[src/rtl/mux_mem_port.sv]
module mux_mem_port #(
  parameter int ADDR_W    = 14,
  parameter int DATA_W    = 8,
  parameter int HALF_CLKS = 2
) (
  input  logic                     clk,
  input  logic                     rst_n,
  input  logic                     req_valid,
  input  logic                     req_write,
  input  logic [ADDR_W-1:0]        req_addr,
  input  logic [DATA_W-1:0]        req_wdata,
  output logic                     req_ack,
  output logic [DATA_W-1:0]        rsp_rdata,
  output logic                     mem_strobe,
  output logic [ADDR_W-DATA_W-1:0] mem_addr_hi,
  output logic                     mem_oe_n,
  output logic                     mem_we_n,
  output logic [DATA_W-1:0]        bus_out,
  output logic                     bus_drive,
  input  logic [DATA_W-1:0]        bus_in
);
  localparam int SLOT = 2 * HALF_CLKS;
  localparam int CW   = (SLOT > 2) ? $clog2(SLOT) : 1;
  localparam int HI_W = ADDR_W - DATA_W;

  logic [CW-1:0]     cnt;
  logic              act, wr;
  logic [ADDR_W-1:0] addr_q;
  logic [DATA_W-1:0] wdata_q, rdata_q;
  logic              ack_q;

  wire last   = (cnt == CW'(SLOT - 1));
  wire hi_phs = (cnt < CW'(HALF_CLKS));

  always_ff @(posedge clk) begin
    if (!rst_n) begin
      cnt     <= '0;
      act     <= 1'b0;
      wr      <= 1'b0;
      addr_q  <= '0;
      wdata_q <= '0;
      rdata_q <= '0;
      ack_q   <= 1'b0;
    end else begin
      cnt   <= last ? '0 : cnt + 1'b1;
      ack_q <= act && last;
      if (act && !wr && last)
        rdata_q <= bus_in;
      if (last) begin
        act <= req_valid && !act;
        if (req_valid && !act) begin
          wr      <= req_write;
          addr_q  <= req_addr;
          wdata_q <= req_wdata;
        end
      end
    end
  end

  assign mem_strobe  = hi_phs;
  assign mem_addr_hi = addr_q[ADDR_W-1 -: HI_W];
  assign bus_out     = hi_phs ? addr_q[DATA_W-1:0] : wdata_q;
  assign bus_drive   = act && (hi_phs || wr);
  assign mem_oe_n    = !(act && !wr && !hi_phs);
  assign mem_we_n    = !(act && wr && !hi_phs);
  assign req_ack     = ack_q;
  assign rsp_rdata   = rdata_q;

  assert_enables_excl_R7: assert property (@(posedge clk) disable iff (!rst_n)
    !(!mem_oe_n && !mem_we_n));
  assert_enables_off_hi_R7: assert property (@(posedge clk) disable iff (!rst_n)
    mem_strobe |-> (mem_oe_n && mem_we_n));
  assert_strobe_low_hold_R2: assert property (@(posedge clk) disable iff (!rst_n)
    $fell(mem_strobe) |=> !mem_strobe);
  assert_strobe_high_hold_R2: assert property (@(posedge clk) disable iff (!rst_n)
    $rose(mem_strobe) |=> mem_strobe);
  assert_ack_pulse_R10: assert property (@(posedge clk) disable iff (!rst_n)
    req_ack |=> !req_ack);
  assert_idle_after_R11: assert property (@(posedge clk) disable iff (!rst_n)
    req_ack |-> (!bus_drive && mem_oe_n && mem_we_n));
  assert_read_release_R6: assert property (@(posedge clk) disable iff (!rst_n)
    !mem_oe_n |-> !bus_drive);
  assert_write_drive_R5: assert property (@(posedge clk) disable iff (!rst_n)
    !mem_we_n |-> bus_drive);
  assert_hi_addr_hold_R3: assert property (@(posedge clk) disable iff (!rst_n)
    (!mem_oe_n || !mem_we_n) |-> $stable(mem_addr_hi));
endmodule

[config.mk]
export PLATFORM = sky130hd
export DESIGN_NAME = mux_mem_port
export DESIGN_NICKNAME = d
export VERILOG_FILES = /design/src/rtl/mux_mem_port.sv
export SDC_FILE = /design/constraint.sdc
export NUM_CORES = 1
export LEC_CHECK = 0
export BUFFER_PORTS_ARGS = -buffer_cell sky130_fd_sc_hd__buf_2
export CORE_MARGIN = 3
export CORE_UTILIZATION = 45
export DETAILED_ROUTE_END_ITERATION = 8
export HOLD_SLACK_MARGIN = 0.15
export PLACE_DENSITY = 0.77
export SYNTH_ARGS = -nofsm -noshare
export SYNTH_HDL_FRONTEND = slang
export SYNTH_SLANG_ARGS = --single-unit
[constraint.sdc]
create_clock -name clk -period 2.24 [get_ports clk]
set_clock_uncertainty 0.05 [all_clocks]
set_input_delay 0.224 -clock clk [delete_from_list [all_inputs] [get_ports clk]]
set_output_delay 0.224 -clock clk [all_outputs]
set_load 0.02 [all_outputs]
==> reports/results.ini <==
[status]
run_status = complete, no violations

[yosys]
synth.area.top_cells = dfxtp_1, mux2i_1, nand2_1
netlist_area_um2 = 1560
synth_top_cells_by_count = nand2_1, dfxtp_1, mux2i_1
synthFlopType = dfxtp_1
seq_area_frac_synth_pct = 44.9
post-synth-top-count-cell = nand2_1
postSynth.asyncResetShare_pct = 0
mappedNetlistNets = 202
ys_warn_count = 0
netlist_instances = 167
synth.largest_area_cell = dfxtp_1
yosysUniqueCellTypes = 18
synth_edf_count = 0
yosysTopAreaCellShare_pct = 44.9
synth.avg_cell_area_um2 = 9.34
ys_ff_latch = 35

[route]
drc = 0
vias_per_cell = 4.49
wire_per_inst_um = 11.3
vias = 1330
drt_iter0_drc = 46
dr.pass1.iters = 4
ant_nets = 0
drt_wl_total_mm = 3.36

[sta]
setup_violations = 0
rsz0062_at_grt = no
fmax_mhz = 594
report.final.slew_viol_count = 0
worstMarginPinSlew_ns = 0.594
post-route-period-util_pct = 75.1
maxSlewHeadroom_pct = 60.4
hold_viol_final = 0
setup_tns_ns = 0
period_needed_ns = 1.68

[pwr]
power.switching_uw = 288
power_density_nw_per_um2 = 528
intPower_uw = 858
seq_power_share_pct = 56.3
combPwrFrac_pct = 15.8
clockPowerShare_pct = 27.9
leakage_uw = 0.000977
total_power_uw = 1150
ir_worst_vdd_uv = 376
swShare_pct = 25.2

[finish]
nets = 286
seq_area_um2 = 701
finalNonFillerCells = 296
multi_input_area_um2 = 717
syn_to_final_growth_pct = 39.1
drive_gt1_share_pct = 31.0
n_fill_cell = 261
num_antenna_cells = 0

[clocking]
root_buffer = clkbuf_4
cts_tree = yes
clk_path_buf_depth = 2
cts_setup_buffers = 0
cts_resized = 0
cts_buffers = 5
clock_latency_ns = 0.34
h-tree-depth = 2
cts.sinks = 35
path_clk_slew_ns = 0.10

[setup_path]
path_class = reg -> out
worstPathMaxFanout = 12
critPathLaunchType = flop
cp-end-kind = output pin
r2r-end = rsp_rdata[3]$_SDFFE_PN0P_
rr_startpoint = cnt[1]$_SDFF_PP0_
r2r_cells = 3
cp_data_arrival_time_ns = 1.41
crit_required_ns = 1.97
rrSetupSlack_ns = 0.83

[place]
gp_congestion = 0.690
dp_hpwl_mm = 2.05
portBuffers = 60
placed_cells_incl_taps = 257

[hold_path]
hold_end = cnt[0]$_SDFF_PP0_
hold_depth = 1
min_from = cnt[0]$_SDFF_PP0_
hp-class = reg -> reg

[global_routing]
grt_pass1_vias = 1204
grt_max_degree = 67
antenna_found_initial = 0
grt_pass1_wl_mm = 5.44
grtUsageTotal_pct = 16.9
grt_overflow_total = 0

[floorplan]
coreArea_um2 = 3180
chipWidth_um = 64.9
die_area_um2 = 4210
row_count = 20
die_y_um = 64.9
start_util_pct = 49.1
io_pins = 61

[flow_run]
cap_violations = 0

==> metal layers <==
layer	track usage (%)	vias up	wire, µm
li1	-	706	-
met1	20.0	581	1490
met2	27.3	35	1600
met3	6.41	8	196
met4	6.60	0	68
met5	0	-	0
==> worst max-delay path, cell delays in order (launching register included) <==
cell     delay [ns]
dfxtp_1        0.35
buf_4          0.21
mux2_2         0.36
buf_2          0.16
==> placed cells by master (no fill, tap or decap) <==
cell	count
clkbuf_1	2
o21a_1	1
nor3b_1	1
mux2i_1	31
ha_1	1
clkbuf_4	5
inv_1	2
nand3_1	2
buf_2	60
clkinv_2	1
mux2_2	8
and3b_1	3
buf_4	4
and3_1	1
nand2_1	62
a21boi_0	1
nor2b_1	1
dlygate4sd3_1	31
dfxtp_1	35
==> power by group through the flow <==
stage | clock network (µW) | registers (µW) | logic [µW]
4_1_cts | 331 | 645 | 181
2_1_floorplan | 0 | 659 | 95.2
3_5_place_dp | 0 | 659 | 139
3_3_place_gp | 0 | 659 | 140
6_report | 320 | 645 | 181
5_1_grt | 359 | 648 | 201
==> state kept, by name, summed over array words and instances (netlist names) <==
| name | flops |
|---|---|
| addr_q | 14 |
| rsp_rdata | 8 |
| req_ack | 1 |
| wdata_q | 8 |
| act | 1 |
| wr | 1 |
| cnt | 2 |
==> timing repair <==
item | in CTS | in global routing
hold endpoints to repair | 31 | 0
hold buffers | 31 | 0
setup endpoints to repair | 0 | 0
==> logic make-up (layout without fill, tap and decap cells) <==
| logic type | count (synthesis) | count (layout) | share of synthesized area, % |
|---|---|---|---|
| flip-flops | 35 | 35 | 44.9 |
| AND/OR/NAND/NOR | 70 | 70 | 18.5 |
| multiplexers | 39 | 39 | 25.7 |
| buffers and inverters | 20 | 105 | 9.14 |
| adder cells (fa/ha/maj) | 1 | 1 | 0.802 |
| AO/OA/AOI/OAI | 2 | 2 | 0.963 |
==> worst max-delay path by stage <==
| stage | startpoint | end | slack (ns) | depth (start not counted) |
|---|---|---|---|---|
| floorplan | cnt[1]$_SDFF_PP0_ | act$_SDFFE_PN0N_ | 0.92 | 5 |
| global placement | cnt[0]$_SDFF_PP0_ | rsp_rdata[4]$_SDFFE_PN0P_ | 0.90 | 3 |
| detailed placement | cnt[0]$_SDFF_PP0_ | rsp_rdata[3]$_SDFFE_PN0P_ | 0.83 | 3 |
| CTS | cnt[1]$_SDFF_PP0_ | bus_out[0] | 0.54 | 3 |
| global route | cnt[1]$_SDFF_PP0_ | bus_out[2] | 0.49 | 3 |
| finish | cnt[1]$_SDFF_PP0_ | bus_out[2] | 0.56 | 3 |
==> cell type report <==
cell class,instances,area share (%)
Clock buffer,7,2.07
Inverter,2,0.346
Tap cell,44,2.54
Multi-Input combinational cell,112,33.0
Clock inverter,1,0.231
Sequential cell,35,32.3
Timing Repair Buffer,95,29.5
==> stage by stage <==
stage	instance area, µm²	utilization (%)	hold WS [ns]	worst slack [ns]
after floorplan	1560	-	0.316	0.924
after global placement	1810	57.0	0.361	0.898
after detailed placement	1810	57.0	0.378	0.835
after CTS	2170	68.3	0.392	0.541
after global routing	2170	68.3	0.408	0.486
final	2170	68.3	0.388	0.558
Note: power is estimated with default switching activity, not from simulation.
